==> src/rtl/ide_win_pkg.sv <==
package ide_win_pkg;
    typedef enum logic [1:0] {
        SZ_BYTE = 2'b00,
        SZ_HALF = 2'b01,
        SZ_WORD = 2'b10,
        SZ_BAD  = 2'b11
    } acc_size_e;

    typedef enum logic [1:0] {
        ST_IDLE    = 2'd0,
        ST_RESPOND = 2'd1,
        ST_HOLD    = 2'd2
    } win_state_e;

    localparam logic [3:0] TGT_DATA = 4'd0;
    localparam logic [3:0] TGT_CTRL = 4'd8;

    typedef struct packed {
        logic       mapped;
        logic [3:0] tgt;
    } win_decode_t;
endpackage

==> src/rtl/ide_win_decode.sv <==
module ide_win_decode
    import ide_win_pkg::*;
#(
    parameter int IDX_W   = 8,
    parameter int ALIAS_A = 8,
    parameter int ALIAS_B = 22,
    parameter int CMD_MAX = 7
) (
    input  logic [IDX_W-1:0] idx,
    input  logic [1:0]       size,
    output win_decode_t      dec
);
    always_comb begin
        dec = '{mapped: 1'b0, tgt: TGT_DATA};
        unique case (size)
            SZ_BYTE: begin
                if (idx >= IDX_W'(1) && idx <= IDX_W'(CMD_MAX)) begin
                    dec.mapped = 1'b1;
                    dec.tgt    = idx[3:0];
                end else if (idx == IDX_W'(ALIAS_A) || idx == IDX_W'(ALIAS_B)) begin
                    dec.mapped = 1'b1;
                    dec.tgt    = TGT_CTRL;
                end
            end
            SZ_HALF, SZ_WORD: begin
                if (idx == '0) begin
                    dec.mapped = 1'b1;
                    dec.tgt    = TGT_DATA;
                end
            end
            default: dec.mapped = 1'b0;
        endcase
    end
endmodule

==> src/rtl/ide_win_swap.sv <==
module ide_win_swap
    import ide_win_pkg::*;
#(
    parameter int DATA_W = 32
) (
    input  logic [1:0]        size,
    input  logic [DATA_W-1:0] din,
    output logic [DATA_W-1:0] dout
);
    localparam int NBYTES = DATA_W / 8;

    logic [DATA_W-1:0] rev_word;

    for (genvar b = 0; b < NBYTES; b++) begin : g_rev
        assign rev_word[b*8 +: 8] = din[(NBYTES-1-b)*8 +: 8];
    end

    always_comb begin
        dout = '0;
        unique case (size)
            SZ_BYTE: dout[7:0]  = din[7:0];
            SZ_HALF: dout[15:0] = {din[7:0], din[15:8]};
            SZ_WORD: dout       = rev_word;
            default: dout       = '0;
        endcase
    end
endmodule

==> src/rtl/ide_window_bridge.sv <==
module ide_window_bridge
    import ide_win_pkg::*;
#(
    parameter int ADDR_W      = 32,
    parameter int DATA_W      = 32,
    parameter int WIN_BITS    = 12,
    parameter int STRIDE_BITS = 4
) (
    input  logic              clk,
    input  logic              rst_n,
    input  logic              req_valid,
    input  logic              req_we,
    input  logic [ADDR_W-1:0] req_addr,
    input  logic [1:0]        req_size,
    input  logic [DATA_W-1:0] req_wdata,
    output logic              rsp_valid,
    output logic [DATA_W-1:0] rsp_rdata,
    output logic [3:0]        tf_reg,
    output logic [1:0]        tf_size,
    output logic              tf_rd,
    output logic              tf_wr,
    output logic [DATA_W-1:0] tf_wdata,
    input  logic [DATA_W-1:0] tf_rdata
);
    localparam int IDX_W = WIN_BITS - STRIDE_BITS;

    win_state_e        state, state_nx;
    win_decode_t       dec;
    logic [IDX_W-1:0]  idx;
    logic [DATA_W-1:0] rd_swapped;
    logic [DATA_W-1:0] rd_next;
    logic              accept;

    assign idx    = req_addr[WIN_BITS-1:STRIDE_BITS];
    assign accept = (state == ST_IDLE) && req_valid;

    ide_win_decode #(.IDX_W(IDX_W)) u_decode (
        .idx  (idx),
        .size (req_size),
        .dec  (dec)
    );

    ide_win_swap #(.DATA_W(DATA_W)) u_wswap (
        .size (req_size),
        .din  (req_wdata),
        .dout (tf_wdata)
    );

    ide_win_swap #(.DATA_W(DATA_W)) u_rswap (
        .size (req_size),
        .din  (tf_rdata),
        .dout (rd_swapped)
    );

    always_comb begin
        state_nx = state;
        unique case (state)
            ST_IDLE:    if (req_valid) state_nx = ST_RESPOND;
            ST_RESPOND: state_nx = req_valid ? ST_HOLD : ST_IDLE;
            ST_HOLD:    if (!req_valid) state_nx = ST_IDLE;
            default:    state_nx = ST_IDLE;
        endcase
    end

    always_ff @(posedge clk) begin
        if (!rst_n) state <= ST_IDLE;
        else        state <= state_nx;
    end

    always_comb begin
        tf_reg  = dec.tgt;
        tf_size = req_size;
        tf_rd   = accept && !req_we && dec.mapped;
        tf_wr   = accept &&  req_we && dec.mapped;
        if (req_we) begin
            rd_next = '0;
        end else if (dec.mapped) begin
            rd_next = rd_swapped;
        end else begin
            unique case (req_size)
                SZ_BYTE: rd_next = DATA_W'(8'hFF);
                SZ_HALF: rd_next = DATA_W'(16'hFFFF);
                default: rd_next = '1;
            endcase
        end
    end

    always_ff @(posedge clk) begin
        if (!rst_n) begin
            rsp_valid <= 1'b0;
            rsp_rdata <= '0;
        end else begin
            rsp_valid <= accept;
            if (accept) rsp_rdata <= rd_next;
        end
    end

    // a single data-port pop per access
    a_r9_single_rd: assert property (@(posedge clk) disable iff (!rst_n)
        tf_rd |=> !tf_rd);
    a_r9_single_wr: assert property (@(posedge clk) disable iff (!rst_n)
        tf_wr |=> !tf_wr);
    // response follows acceptance and lasts one cycle
    a_r8_rsp_follows: assert property (@(posedge clk) disable iff (!rst_n)
        (state == ST_IDLE && req_valid) |=> rsp_valid);
    a_r8_rsp_pulse: assert property (@(posedge clk) disable iff (!rst_n)
        rsp_valid |=> !rsp_valid);
    // byte read above the alias range gives 0xFF
    a_r4_byte_default: assert property (@(posedge clk) disable iff (!rst_n)
        (accept && !req_we && req_size == 2'b00 && idx > IDX_W'(22))
        |=> rsp_rdata == DATA_W'(8'hFF));
    // strobes never name a target above the control register
    a_r3_target_range: assert property (@(posedge clk) disable iff (!rst_n)
        (tf_rd || tf_wr) |-> tf_reg <= 4'd8);
endmodule

==> config.mk <==
export PLATFORM = sky130hd
export DESIGN_NAME = ide_window_bridge
export DESIGN_NICKNAME = d
export VERILOG_FILES = /design/src/rtl/ide_win_pkg.sv /design/src/rtl/ide_win_decode.sv /design/src/rtl/ide_win_swap.sv /design/src/rtl/ide_window_bridge.sv
export SDC_FILE = /design/constraint.sdc
export NUM_CORES = 1
export LEC_CHECK = 0
export ABC_AREA = 1
export BUFFER_PORTS_ARGS = -buffer_cell sky130_fd_sc_hd__buf_2
export CORE_MARGIN = 10
export CORE_UTILIZATION = 38
export DETAILED_ROUTE_END_ITERATION = 7
export GPL_TIMING_DRIVEN = 0
export PLACE_DENSITY = 0.81
export RECOVER_POWER = 25
export SLEW_MARGIN = 25
export SYNTH_ARGS = -nofsm -noshare
export SYNTH_HDL_FRONTEND = slang
export SYNTH_SLANG_ARGS = --single-unit
==> constraint.sdc <==
create_clock -name clk -period 1.5 [get_ports clk]
set_input_delay 0.075 -clock clk [delete_from_list [all_inputs] [get_ports clk]]
set_output_delay 0.075 -clock clk [all_outputs]
set_load 0.02 [all_outputs]
* Yosys cells after proc, flatten, opt, wreduce, memory -nomap -nowiden
Index checks and enable logic that the tools add are counted.
Storage, ports and cells: bits in registers 35, word-level logic and storage cells 44, output and inout port bits 73, input port bits 102
Cells by class: eq/ne operators 8, muxes and demuxes 18, reduce and logical (&&, ||, !) cells 13, order comparisons 2
Operators by type and width (number):
- $mux W32 | 2
- $pmux W32 S2 | 1
- $pmux W8 S3 | 2
- $mux W16 | 2
- $pmux W8 S2 | 2
- $mux W5 | 3
- $eq A8 B4 Y1 const B | 1
- $eq A8 B5 Y1 const B | 1
- $ge A8 B1 Y1 const B | 1
- $le A8 B3 Y1 const B | 1
- $logic_not A8 Y1 | 1
- $pmux W4 S2 | 1
- $logic_and A1 B1 Y1 | 6
- $mux W2 | 3
- $pmux W2 S3 | 1
- $eq A2 B1 Y1 const B | 2
- $eq A2 B2 Y1 const B | 2
- $logic_not A2 Y1 | 2
- $ne A2 B2 Y1 const B | 2
- $pmux W1 S2 | 1
- $reduce_and A2 Y1 | 1
- $reduce_or A2 Y1 | 1
- $logic_not A1 Y1 | 1
- $logic_or A1 B1 Y1 | 1

* Logic depth before layout (Yosys ltp)
depth after elaboration 7, depth in mapped cells 12, gate-level depth less buffers 11

* Hierarchy
From an unflattened synthesis, not the netlist that was laid out.
Second synthesis, totals: cells, all modules 569, area total of the unflattened synthesis 2990.4 um^2
Modules (own cells, without submodules):
- ide_window_bridge | seq. area each 700.7 um^2, instances 1, area each 1769.2 um^2, cells each 293
- ide_win_swap | seq. area each 0.0 um^2, instances 2, area each 519.2 um^2, cells each 118
- ide_win_decode | seq. area each 0.0 um^2, instances 1, area each 182.7 um^2, cells each 40

* Least setup slack after synthesis
No wires, ideal clock.
path kind input port to output port, from in req_size[0], to out tf_wr, slack -155 ps, buffers on the path 1, stages 9, required time 1425 ps, data arrival time 1580 ps, cells stage by stage inv_1 ha_1 buf_4 inv_2 nor2_2 nand3_2 nand3_4 nand2_1 nor3b_1
On the way: cells in the longest elaborated chain, start to end 4, elaborated cells on any way between the ends 6, classes of those cells eq/ne (2); mux (1); reduce/logical (3)
Ends and longest elaborated chain:
- start: declaration | line ide_window_bridge.sv:14 | input logic [1:0] req_size,
- $eq A2 B1 Y1 or $eq A2 B2 Y1 (tied branches) | line ide_win_decode.sv:15 | unique case (size)
- $reduce_or A2 Y1 | line ide_win_decode.sv:15
- $pmux W1 S2 * | line ide_win_decode.sv:15
- $logic_and A1 B1 Y1 * | line ide_window_bridge.sv:74 | tf_wr = accept && req_we && dec.mapped;
- end: declaration | line ide_window_bridge.sv:21 | output logic tf_wr,
Mark *: on every way between the ends. The rest lies on a longest branch, timed or not.

* Final worst setup path
from reg state[1], to out tf_wr
On the way: cells in the longest elaborated chain, start to end 4
Ends and longest elaborated chain:
- start: declaration | line ide_window_bridge.sv:27 | win_state_e state, state_nx;
- start signal: assignment | line ide_window_bridge.sv:67 | else state <= state_nx;
- $logic_not A2 Y1 | line ide_window_bridge.sv:35 | assign accept = (state == ST_IDLE) && req_valid;
- $logic_and A1 B1 Y1 | line ide_window_bridge.sv:35
- $logic_and A1 B1 Y1 (2 in a row) | line ide_window_bridge.sv:74
No other way between the ends.

==> out/qor.txt <==
Required time worst endpoint = 1.42 ns
Number of port buffers = 150
Initial DRC Count = 195
Worst Hold Class = in -> reg
TritonRoute pass-1 iters = 4
Crit path buf inv count = 2
P_leak = 1.849 nW
Clk buf depth = 2
Worst setup margin = 0.07631 ns
Layout cells sized above 1 = 0.3538
Final setup fails = 0
Vias in the first global route = 3372
DRC viols = 0
Die Width = 101.1 um
Post-layout nets = 676
Worst setup SP type = flip-flop
#FFs+latches synth = 35
Total CTS buffers = 5
Clock Sinks = 35
Placed insts = 635
Flop pwr share = 0.393
Tcrit/Tclk final = 0.9491
Initial Utilization = 0.3913
Slew HR = 0.5825
Clock H-tree levels = 2
Synthesized area = 2499 um2
I/O Pins = 175
Comb power frac = 0.316
Antenna viol nets, final = 0
Clock Skews = 0.006133 ns
Cell family with most CP delay = simple AND/OR/NAND/NOR gates
Endpoints failing hold = 0
Number of cell rows = 29
Die area = 10220 um2
# Max-Cap Violations = 0
DR WL/cell = 15.50 um
Design area = 3561 um2
Post-synth cell types = 27
Max-slew violations = 0
Post-Route WL = 10040 um
Pre-CTS setup slack = -0.3591 ns
Core Box Area = 6386 um2
Placer Congestion = 0.8927
Grt total ovfl = 0
Net Switching = 0.8682 mW
Final core occ = 0.5576
Cell-internal power = 1.692 mW
Clk pin slew, worst setup/hold paths = 0.07 ns
Vias per inst = 4.983
Worst Tran Pin Value = 0.6263 ns
Yosys warnings = 0
Vias = 3229
Pwr Density = 719.1 nW/um2
Clock share of power = 0.291
Worst-Skew Late Latency = 0.29 ns
Die Y = 101.1 um
Peak supply drop = 0.5381 mV
WS Path Type = reg -> out
CP peak stage delay = 0.34 ns
Endpoint class of the critical path = output port
Worst-path maximum fanout = 10
GRT Total Usage = 0.1905
Post-route insts no fill = 648
Avg Synthesized Cell Area = 6.124 um2
# hold bufs at CTS = 0
Critical path's slowest cell = dfxtp_2
Cell Area, Placed = 3351 um2
Status = completed
Final min period = 1.424 ns
Highest Clock Rate = 0.7024 GHz
CTS tree = yes
Cells after Synth = 408
Root buffer cell = clkbuf_8
Mapped Nets = 514
Initial antenna violation count = 2
Critical path arrival = 1.35 ns
Largest net degree at the start of global routing = 11
Area delta synth->final = 42.51%
Antenna Cells = 0
Hpwl dp = 8330 um
First-pass GRT wire length = 15900 um
Worst-path cell chain = nor2_4, nand2_4, buf_8, nor3b_2, buf_4
Sequential share of the synthesized area = 0.2804
Switching share of total power = 0.3391
[Yosys cell counts, drive strengths merged]
master  instances  share of area
o211ai         16          0.048
dfxtp          35           0.28
ha              4          0.020
buf            11          0.030
nand4           1         0.0050
a211oi          1         0.0030
nand2         176           0.28
a21oi          40          0.095
nand3          29          0.072
clkbuf         15          0.023
o21ai          17          0.034
nor2           12          0.030
nor3b           1         0.0030
clkinv          3         0.0045
inv            47          0.071
[cell usage in the layout, fill, tap and decap left out, types with 3 or more instances in the layout]
master,instances
nand2_4,3
nor2_4,3
o21ai_0,17
nor2_1,8
a21oi_2,10
ha_1,3
inv_1,37
inv_2,8
nand3_1,25
buf_2,124
buf_6,4
dfxtp_1,34
buf_4,13
clkbuf_1,32
clkbuf_2,3
nand2_1,161
clkbuf_8,7
o211ai_1,16
clkinv_1,3
a21oi_1,30
nand2_2,12
[final timing paths]
check        cells after the start            end  slack, ns          from
max                              5          tf_wr       0.08      state[1]
min                              3       state[1]       0.06     req_valid
max reg2reg                      9  rsp_rdata[24]       0.10      state[1]
min reg2reg                      2   rsp_rdata[5]       0.46  rsp_rdata[5]
[metal layers]
layer,share of wire,track usage
met3,0.14,0.09739
met4,0.018,0.06752
met1,0.37,0.1981
met5,0.0025,0
met2,0.47,0.3218
[sequential cells by signal (all words and copies together) (netlist names)]
register,count
state,2
rsp_valid,1
rsp_rdata,32
[power groups by stage]
stage / clock (mW) / sequential, mW / combinational (mW)
final: 0.746 / 1.01 / 0.809
after global placement: 0 / 1.02 / 0.761
after floorplan: 0 / 1.08 / 0.394
after global routing: 0.791 / 1.01 / 0.890
after detailed placement: 0 / 1.03 / 0.772
after CTS: 0.755 / 1.00 / 0.798
[logic make-up after synthesis]
| logic type | Yosys count | share of synthesized area |
|---|---|---|
| AOI/OAI and AO/OA | 74 | 0.1803 |
| buffers and inverters | 76 | 0.1272 |
| DFF | 35 | 0.2804 |
| adders and majority gates | 4 | 0.02003 |
| and+or+nand+nor | 219 | 0.3921 |
[layout make-up]
class | count | area [um2]
fillers | 661 | 2825
multi-input cells | 297 | 1515
repair buffers | 157 | 787.0
flip-flops and latches | 35 | 701.9
inverters | 50 | 195.2
plain buffers | 24 | 165.2
clock buffers | 8 | 100.1
well taps | 77 | 96.34
[worst reg2reg max path, cell delays in order (launching register included)]
cell and delay, ns:
dfxtp_2 0.34, nor2_4 0.12, nand2_4 0.10, nor2_8 0.12
buf_6 0.14, nand3_2 0.08, nand2_4 0.13, buf_12 0.15
nand2_2 0.06, a21oi_2 0.10
[per-stage QoR]
step	TNS, ns	power, mW	hold WS [ns]
floorplan	0	1.478	0.2186
global placement	-13.69	1.784	0.3572
detailed placement	-17.03	1.797	0.3665
CTS	-0.001825	2.557	0.06881
global route	-0.008173	2.692	0.09824
finish	0	2.560	0.06306
[timing repair]
item	CTS	global route
gates resized for setup	23	18
pin swaps	4	4
setup endpoints to repair	61	34
setup buffers	4	3
gates cloned	0	0
(Power assumes the default switching activity.)
